[config.mk]
export PLATFORM = sky130hd
export DESIGN_NAME = rtc_interval_timer
export DESIGN_NICKNAME = d
export VERILOG_FILES = /design/src/rtl/wt_pkg.sv /design/src/rtl/wt_prescaler.sv /design/src/rtl/wt_cascade.sv /design/src/rtl/wt_capture.sv /design/src/rtl/rtc_interval_timer.sv
export SDC_FILE = /design/constraint.sdc
export NUM_CORES = 1
export LEC_CHECK = 0
export BUFFER_PORTS_ARGS = -buffer_cell sky130_fd_sc_hd__buf_4
export CAP_MARGIN = 25
export CORE_MARGIN = 4
export CORE_UTILIZATION = 49
export DETAILED_ROUTE_END_ITERATION = 6
export PLACE_DENSITY_LB_ADDON = 0.12
export SYNTH_ARGS = -nofsm -noshare
export SYNTH_HDL_FRONTEND = slang
export SYNTH_SLANG_ARGS = --single-unit
[constraint.sdc]
create_clock -name clk -period 3.2 [get_ports clk]
set_input_delay 0 -clock clk [delete_from_list [all_inputs] [get_ports clk]]
set_output_delay 0 -clock clk [all_outputs]
set_load 0.01 [all_outputs]
[src/rtl/wt_pkg.sv]
package wt_pkg;
  localparam int ADDR_W = 4;
  localparam int DATA_W = 8;

  typedef enum logic [ADDR_W-1:0] {
    A_CTRL  = 4'd0,
    A_STAT  = 4'd1,
    A_HI    = 4'd2,
    A_LO_UP = 4'd3,
    A_LO_LN = 4'd4,
    A_CAPA0 = 4'd5,
    A_CAPA1 = 4'd6,
    A_CAPB0 = 4'd7,
    A_CAPB1 = 4'd8
  } reg_addr_e;

  typedef struct packed {
    logic       phase;
    logic       single;
    logic       cap;
    logic [1:0] sel;
    logic       run;
  } ctrl_t;
endpackage

[src/rtl/wt_prescaler.sv]
module wt_prescaler #(
  parameter int BASE_LOG2 = 5,
  parameter int SEL_W     = 2
) (
  input  logic             clk,
  input  logic             rst,
  input  logic             run,
  input  logic             cap_mode,
  input  logic [SEL_W-1:0] sel,
  output logic             tick
);
  localparam int CNT_W = BASE_LOG2 + (1 << SEL_W) - 1;

  logic [CNT_W-1:0] cnt;
  logic [CNT_W-1:0] mask;
  int               k;

  always_ff @(posedge clk) begin
    if (rst || !run) cnt <= '0;
    else             cnt <= cnt + CNT_W'(1);
  end

  always_comb begin
    k    = cap_mode ? int'(sel) : BASE_LOG2 + int'(sel);
    mask = '0;
    for (int i = 0; i < CNT_W; i++) begin
      if (i < k) mask[i] = 1'b1;
    end
    tick = run && ((cnt & mask) == mask);
  end
endmodule

[src/rtl/wt_cascade.sv]
module wt_cascade #(
  parameter int LO_W = 14,
  parameter int HI_W = 7
) (
  input  logic            clk,
  input  logic            rst,
  input  logic            run,
  input  logic            cap_mode,
  input  logic            tick,
  input  logic            clr,
  input  logic [LO_W-1:0] lo_match,
  input  logic [HI_W-1:0] hi_match,
  output logic [LO_W-1:0] low,
  output logic [HI_W-1:0] high,
  output logic            hit
);
  localparam logic [LO_W-1:0] LO_ALL = '1;

  assign hit = run && !cap_mode && tick && (low == lo_match) && (high == hi_match);

  always_ff @(posedge clk) begin
    if (rst || !run) begin
      low  <= '0;
      high <= '0;
    end else if (cap_mode) begin
      if (clr)       low <= '0;
      else if (tick) low <= low + LO_W'(1);
    end else if (tick) begin
      if (hit) begin
        low  <= '0;
        high <= '0;
      end else if (low == LO_ALL) begin
        low  <= '0;
        high <= high + HI_W'(1);
      end else begin
        low <= low + LO_W'(1);
      end
    end
  end
endmodule

[src/rtl/wt_capture.sv]
module wt_capture #(
  parameter int LO_W = 14
) (
  input  logic            clk,
  input  logic            rst,
  input  logic            active,
  input  logic            phase,
  input  logic            single,
  input  logic            arm,
  input  logic            evt_in,
  input  logic [LO_W-1:0] low,
  output logic            clr,
  output logic [LO_W-1:0] cap_a,
  output logic [LO_W-1:0] cap_b
);
  logic s1, s2, s3;
  logic rise, fall, a_evt, b_evt;
  logic a_full, b_full;

  always_ff @(posedge clk) begin
    if (rst) begin
      s1 <= 1'b0;
      s2 <= 1'b0;
      s3 <= 1'b0;
    end else begin
      s1 <= evt_in;
      s2 <= s1;
      s3 <= s2;
    end
  end

  assign rise  = s2 & ~s3;
  assign fall  = ~s2 & s3;
  assign a_evt = active && (phase ? fall : rise);
  assign b_evt = active && (phase ? rise : fall);
  assign clr   = active && rise;

  always_ff @(posedge clk) begin
    if (rst) begin
      cap_a  <= '0;
      cap_b  <= '0;
      a_full <= 1'b0;
      b_full <= 1'b0;
    end else begin
      if (arm) begin
        a_full <= 1'b0;
        b_full <= 1'b0;
      end
      if (a_evt && !(single && a_full)) begin
        cap_a  <= low;
        a_full <= 1'b1;
      end
      if (b_evt && !(single && b_full)) begin
        cap_b  <= low;
        b_full <= 1'b1;
      end
    end
  end
endmodule

[src/rtl/rtc_interval_timer.sv]
module rtc_interval_timer
  import wt_pkg::*;
#(
  parameter int LO_W      = 14,
  parameter int HI_W      = 7,
  parameter int BASE_LOG2 = 5,
  parameter int SEL_W     = 2
) (
  input  logic              clk,
  input  logic              rst,
  input  logic              wr_en,
  input  logic [ADDR_W-1:0] addr,
  input  logic [DATA_W-1:0] wdata,
  output logic [DATA_W-1:0] rdata,
  input  logic              irq_ack,
  input  logic              evt_in,
  output logic              irq
);
  localparam int UP_W = LO_W - DATA_W;

  ctrl_t           ctl;
  logic [LO_W-1:0] lo_m;
  logic [HI_W-1:0] hi_m;
  logic [LO_W-1:0] cnt_low;
  logic [HI_W-1:0] cnt_high;
  logic [LO_W-1:0] cap_a, cap_b;
  logic            tick, hit, evt_clr, arm, flag_q;
  logic            ctl_en, ctl_cap;
  logic            stat_clr;

  assign ctl_en   = ctl.run;
  assign ctl_cap  = ctl.cap;
  assign arm      = wr_en && (addr == A_CTRL);
  assign stat_clr = wr_en && (addr == A_STAT) && !wdata[0];

  always_ff @(posedge clk) begin
    if (rst) begin
      ctl  <= '0;
      lo_m <= '0;
      hi_m <= '0;
    end else if (wr_en) begin
      case (addr)
        A_CTRL:  ctl <= ctrl_t'(wdata[5:0]);
        A_HI:    hi_m <= HI_W'(wdata);
        A_LO_UP: lo_m[LO_W-1:DATA_W] <= UP_W'(wdata);
        A_LO_LN: lo_m[DATA_W-1:0] <= wdata;
        default: ;
      endcase
    end
  end

  always_ff @(posedge clk) begin
    if (rst)                      flag_q <= 1'b0;
    else if (hit)                 flag_q <= 1'b1;
    else if (irq_ack || stat_clr) flag_q <= 1'b0;
  end

  assign irq = flag_q;

  wt_prescaler #(.BASE_LOG2(BASE_LOG2), .SEL_W(SEL_W)) u_pre (
    .clk(clk), .rst(rst), .run(ctl.run), .cap_mode(ctl.cap),
    .sel(SEL_W'(ctl.sel)), .tick(tick)
  );

  wt_cascade #(.LO_W(LO_W), .HI_W(HI_W)) u_cnt (
    .clk(clk), .rst(rst), .run(ctl.run), .cap_mode(ctl.cap), .tick(tick),
    .clr(evt_clr), .lo_match(lo_m), .hi_match(hi_m),
    .low(cnt_low), .high(cnt_high), .hit(hit)
  );

  wt_capture #(.LO_W(LO_W)) u_cap (
    .clk(clk), .rst(rst), .active(ctl.run && ctl.cap), .phase(ctl.phase),
    .single(ctl.single), .arm(arm), .evt_in(evt_in), .low(cnt_low),
    .clr(evt_clr), .cap_a(cap_a), .cap_b(cap_b)
  );

  always_ff @(posedge clk) begin
    if (rst) begin
      rdata <= '0;
    end else begin
      case (addr)
        A_CTRL:  rdata <= DATA_W'(ctl);
        A_STAT:  rdata <= DATA_W'(flag_q);
        A_HI:    rdata <= DATA_W'(cnt_high);
        A_LO_UP: rdata <= DATA_W'(cnt_low[LO_W-1:DATA_W]);
        A_LO_LN: rdata <= cnt_low[DATA_W-1:0];
        A_CAPA0: rdata <= cap_a[DATA_W-1:0];
        A_CAPA1: rdata <= DATA_W'(cap_a[LO_W-1:DATA_W]);
        A_CAPB0: rdata <= cap_b[DATA_W-1:0];
        A_CAPB1: rdata <= DATA_W'(cap_b[LO_W-1:DATA_W]);
        default: rdata <= '0;
      endcase
    end
  end
endmodule

; ---- After elaboration in Yosys (flattened, before gate mapping)
; Cells that the tools add are included.
[op_classes]
n_eq_ne = 12
n_mux = 25
reduce_logical = 36
n_lt_le_gt_ge = 8
add_sub_neg = 4
bitwise = 6
[op_table]
columns = op, count
row1 = "4-bit by 32-bit < comparator with 1-bit output, first input constant", 4
row2 = 14-bit two-way mux, 6
row3 = 8-bit case mux with 9 select lines, 1
row4 = "3-bit by 32-bit < comparator with 1-bit output, first input constant", 2
row5 = "1-bit by 32-bit < comparator with 1-bit output, first input constant", 1
row6 = "2-bit by 32-bit < comparator with 1-bit output, first input constant", 1
row7 = 32-bit two-way mux, 1
row8 = "4-bit by 3-bit == test with 1-bit output, second input constant", 4
row9 = 1-bit logical AND, 16
row10 = 1-bit two-way mux, 15
row11 = "14-bit by 1-bit adder with 14-bit output, second input constant", 1
row12 = 14-bit == test, 1
row13 = "14-bit == test, second input constant", 1
row14 = 7-bit two-way mux, 2
row15 = 2-bit nonzero test, 6
row16 = 2-bit AND reduction, 5
row17 = "8-bit by 1-bit adder with 8-bit output, second input constant", 1
row18 = 8-bit bitwise AND, 1
row19 = "4-bit by 2-bit == test with 1-bit output, second input constant", 2
row20 = 8-bit == test, 1
row21 = "7-bit by 1-bit adder with 7-bit output, second input constant", 1
row22 = 7-bit == test, 1
row23 = 1-bit zero test, 5
row24 = "3-bit by 2-bit adder with 4-bit output, first input constant", 1
row25 = other kinds (7), 11
[totals]
reg_bits = 98
word_cells = 111
out_inout_bits = 9
inputBits = 17

; ---- Logic depth before layout (Yosys ltp)
[logic_depth]
depth_word = 13
depth_mapped = 8
ltp_nobuf = 7

; ---- Modules after synthesis
; A second synthesis with hierarchy kept.
[unflattened]
hier_cells = 546
area_unflattened_um2 = 4978.5
[by_module_without_submodules]
columns = module, n_inst, cells_each, seq_area_each_um2, area_each_um2
row1 = rtc_interval_timer, 1, 201, 720.7, 1824.2
row2 = wt_capture, 1, 129, 660.6, 1387.6
row3 = wt_cascade, 1, 169, 420.4, 1368.8
row4 = wt_prescaler, 1, 47, 160.2, 397.9

; ---- Worst setup path before layout
; OpenSTA, ideal clock, no wires.
[synth_path]
kind = register -> register
start = reg ctl[1] (netlist bit)
end = reg u_cnt.low[10]
setup_time_ns = 0.132
arrival_time_ns = 2.204
path_buffers = 1
synth_period_minus_slack_ns = 2.336
required_time_ns = 3.068
stages_incl_launch_ff = 9
path_slack_ns = 0.864
cell_sequence = dfxtp_1 ha_1 nor4b_1 or3_1 o31a_1 or3_4 buf_6 a22oi_1 a21oi_1
[synth_via]
elab_chain_len = 13
elab_cells_between_ends = 30
cone_classes = 1 x add/sub / 8 x order compare / 1 x eq/ne / 12 x mux / 1 x bitwise / 7 x reduce/logical
[synth_rtl]
columns = item, line_no
row1 = start: declaration, rtc_interval_timer.sv:21  ; ctrl_t ctl;
row2 = start signal: assignment, rtc_interval_timer.sv:43  ; A_CTRL: ctl <= ctrl_t'(wdata[5:0]);
row3 = 3-bit by 2-bit adder with 4-bit output, wt_prescaler.sv:24  ; k = cap_mode ? int'(sel) : BASE_LOG2 + int'(sel);
row4 = 32-bit two-way mux *, wt_prescaler.sv:24
row5 = 1-bit by 32-bit < comparator with 1-bit output (tied with other cells), wt_prescaler.sv:27  ; if (i < k) mask[i] = 1'b1;
row6 = 1-bit two-way mux, wt_prescaler.sv:27
row7 = 8-bit bitwise AND, wt_prescaler.sv:29  ; tick = run && ((cnt & mask) == mask);
row8 = 8-bit == test *, wt_prescaler.sv:29
row9 = 1-bit logical AND *, wt_prescaler.sv:29
row10 = 1-bit logical AND (3 in series), wt_cascade.sv:19  ; assign hit = run && !cap_mode && tick && (low == lo_match) && (high == hi_match);
row11 = 14-bit two-way mux, wt_cascade.sv:29  ; if (hit) begin
row12 = 14-bit two-way mux, wt_cascade.sv:28  ; end else if (tick) begin
row13 = 14-bit two-way mux, wt_cascade.sv:25  ; end else if (cap_mode) begin
row14 = end signal: assignment, wt_cascade.sv:27  ; else if (tick) low <= low + LO_W'(1);
row15 = end signal: assignment, wt_cascade.sv:36  ; low <= low + LO_W'(1);
row16 = end: declaration, wt_cascade.sv:13  ; output logic [LO_W-1:0] low,
; Every way passes the cells marked *; elsewhere a longest branch is shown, timed or not. The select of a mux whose other input is x is not followed.
; A chain may end at the register's enable or synchronous reset.

; ---- Worst setup path in the final report
; Same ends and word-level chain as after synthesis.

==> impl_metrics.env <==
export IMPL_routed_via_count=4351
export IMPL_clk_latency_ns=0.39
export IMPL_dr_pass1_iters=7
export IMPL_drive_gt1_share_pct=12.3
export IMPL_leakage_uw=0.00220
export IMPL_first_global_vias=3996
export IMPL_cp_required_ns=3.46
export IMPL_die_height_microns=107
export IMPL_ctsResizeCount=0
export IMPL_synth_top_family_by_area="simple AND/OR/NAND/NOR gates"
export IMPL_tritoncts="yes"
export IMPL_vdd_ir_drop_max_uv=280
export IMPL_place_inst=704
export IMPL_max_slew_margin_pct=43.7
export IMPL_arrival_ns=2.81
export IMPL_dp_hpwl_mm=9.66
export IMPL_post_route_drc_count=0
export IMPL_synth_edf_count=0
export IMPL_placed_area_sq_um=5150
export IMPL_cts_sinks=98
export IMPL_final_cell_mix="dfxtp_1, nor2_1, nand2_1"
export IMPL_period_needed_ns=2.54
export IMPL_clk_pin_slew_worst_paths_ns=0.11
export IMPL_yosys_area_top_type="dfxtp_1"
export IMPL_final_nets=619
export IMPL_fin_worst_skew_ns=0.0162
export IMPL_grt_max_degree=66
export IMPL_layoutNonFillerInstCount=732
export IMPL_maxCapViolations=0
export IMPL_io_pins=26
export IMPL_crit_fanout=20
export IMPL_power_density_nw_per_um2=403
export IMPL_ys_ff_latch=98
export IMPL_synth_avg_cell_area_sq_um=8.40
export IMPL_final_common_cell="dfxtp_1"
export IMPL_grt_setup_unrepaired="no"
export IMPL_maxSlewViolCount=0
export IMPL_critPathLaunchType="flip-flop"
export IMPL_hold_viol=0
export IMPL_finalSetupTns_ns=0
export IMPL_synth_top_area_share_pct=40.6
export IMPL_dieArea_sq_um=11500
export IMPL_design_area_sq_um=5480
export IMPL_ys_warn_count=0
export IMPL_grt_overflow=0
export IMPL_drt_iter0_markers=329
export IMPL_cts_root_buf="clkbuf_8"
export IMPL_wl_mm=13.7
export IMPL_timing_fmax_mhz=393
export IMPL_critPathKind="reg -> reg"
export IMPL_core_area_sq_um=9420
export IMPL_post_drt_wl_per_cell_microns=18.7
export IMPL_cts_hold_buf=12
export IMPL_syn_nets=596
export IMPL_htree_levels=3
export IMPL_fin_crit_sh_pct=79.5
export IMPL_whs_ns=0.105
export IMPL_synthArstFlopShare_pct=0
export IMPL_initial_core_util_pct=51.3
export IMPL_numPortBuffers=25
export IMPL_synthCells=575
export IMPL_drtAntennaViolNets=0
export IMPL_synth_compound_area_share_pct=13.3
export IMPL_cts_buffers=9
export IMPL_yosysUniqueCellTypes=55
export IMPL_hold_class="in -> reg"
export IMPL_area_growth_pct=13.5
export IMPL_clockBufferDepth=2
export IMPL_dieWidth_microns=107
export IMPL_status="finished clean"
export IMPL_synthFlopType="dfxtp_1"
export IMPL_cp_end_kind="flip-flop"
export IMPL_grt_pass1_wl_mm=21.9
export IMPL_postLayoutSetupSlackWorst_ns=0.656
export IMPL_synth_area_leaders="dfxtp_1, mux2i_1, nor2_1"
export IMPL_fill_cells=842
export IMPL_track_usage_pct=24.6
export IMPL_worstMarginPinSlew_ns=0.843
export IMPL_yosysSeqAreaShare_pct=40.6
export IMPL_finalSetupViolCount=0
export IMPL_antenna_found_initial=0
export IMPL_dp_slack_ns=0.673
export IMPL_yosys_area_share_adder_pct=1.04
export IMPL_synth_cell_area_sq_um=4830
export IMPL_cts_setup_buffers=0
export IMPL_muxShareOfSynthArea_pct=10.1
export IMPL_num_rows=35
export IMPL_place_congestion=0.907
export IMPL_num_antenna_cells=0
export IMPL_viasPerCell=5.94
export IMPL_post_synth_xor_area_fraction_pct=5.08
export IMPL_synth_simple_gate_area_share_pct=25.8
metrics by stage:
step                      total power, uW  util (%)
after floorplan                      1340         -
after global placement               1390      54.7
after detailed placement             1390      54.7
after CTS                            2220      58.2
after global routing                 2280      58.2
final                                2210      58.2
registers in the layout, indices dropped and copies added (netlist names):
name and cells:
u_cap.a_full 1, u_cnt.low 14, u_cap.b_full 1, lo_m 14, hi_m 7, irq 1, ctl_en 1, u_cap.cap_a 14
rdata 8, ctl 4, u_cap.s2 1, u_cap.cap_b 14, u_cap.s1 1, ctl_cap 1, u_cap.s3 1, u_pre.cnt 8
u_cnt.high 7
layer usage:
| metal | wire [microns] | part of all wire (%) | global-route usage, % | vias to the layer above |
|---|---|---|---|---|
| met2 | 6200 | 45 | 37.8 | 161 |
| met3 | 1020 | 7.4 | 5.70 | 24 |
| met5 | 0 | 0 | 0 | - |
| met1 | 6240 | 45 | 34.5 | 2077 |
| met4 | 268 | 2.0 | 6.85 | 0 |
| li1 | - | - | - | 2089 |
synthesized netlist by cell type (3+ instances only):
cell type,count
nor4_1,3
clkbuf_1,39
a31oi_1,3
nor2b_1,13
mux2_2,5
and3_1,3
nand2b_1,4
or2_2,3
nand2_1,63
o22ai_1,6
nand3_1,39
or3_1,7
and2_1,9
nand3b_1,3
a222oi_1,3
dfxtp_1,98
xnor2_1,23
o21ai_0,5
nor3b_1,5
buf_1,3
ha_1,4
nor3_1,5
a22oi_1,13
o2111ai_1,3
xor2_1,5
a22o_1,3
inv_1,3
nand4_1,21
a21oi_1,40
nor2_1,67
o32a_1,3
mux2i_1,41
kinds of logic (layout without fill, tap and decap cells):
group           count (synthesis)  in the layout
compound gates                 96             96
xor+xnor                       28             28
fa+ha+maj                       4              4
buf+inv                        49             77
flops                          98             98
mux                            47             47
simple gates                  253            253
final timing paths:
check,to,cells after the start,start,slack (ns)
setup / recovery,u_cnt.low[10]$_SDFFE_PP0P_,7,ctl[1]$_SDFFE_PP0P_,0.66
hold reg to reg,u_cap.s2$_SDFF_PP0_,1,u_cap.s1$_SDFF_PP0_,0.45
setup reg to reg,u_cnt.low[10]$_SDFFE_PP0P_,7,ctl[1]$_SDFFE_PP0P_,0.66
hold / removal,rdata[7]$_SDFF_PP0_,3,addr[1],0.10
worst max-delay path: stages (launching register included):
cell and delay (ns):
dfxtp_1 0.49, ha_1 0.30, nor4b_1 0.15, or3_1 0.32, o31a_1 0.33, or3_4 0.52, a22oi_1 0.23, a21oi_1 0.09
cell type report:
type / instances / area, sq um / area share (%)
flip-flops and latches: 98 / 1960 / 35.8
multi-input cells: 428 / 2670 / 48.8
well taps: 129 / 161 / 2.95
inverters: 3 / 11.3 / 0.206
clock inverters: 6 / 70.1 / 1.28
repair buffers: 58 / 465 / 8.50
clock buffers: 10 / 138 / 2.51
power breakdown:
group	leakage [uW]	switching, uW	internal [uW]
clock	0.000105	504	331
sequential	0.000790	6.13	1220
combinational	0.00130	92.5	51.9
total	0.00220	603	1610
Note: power is estimated with default switching activity, not from simulation.
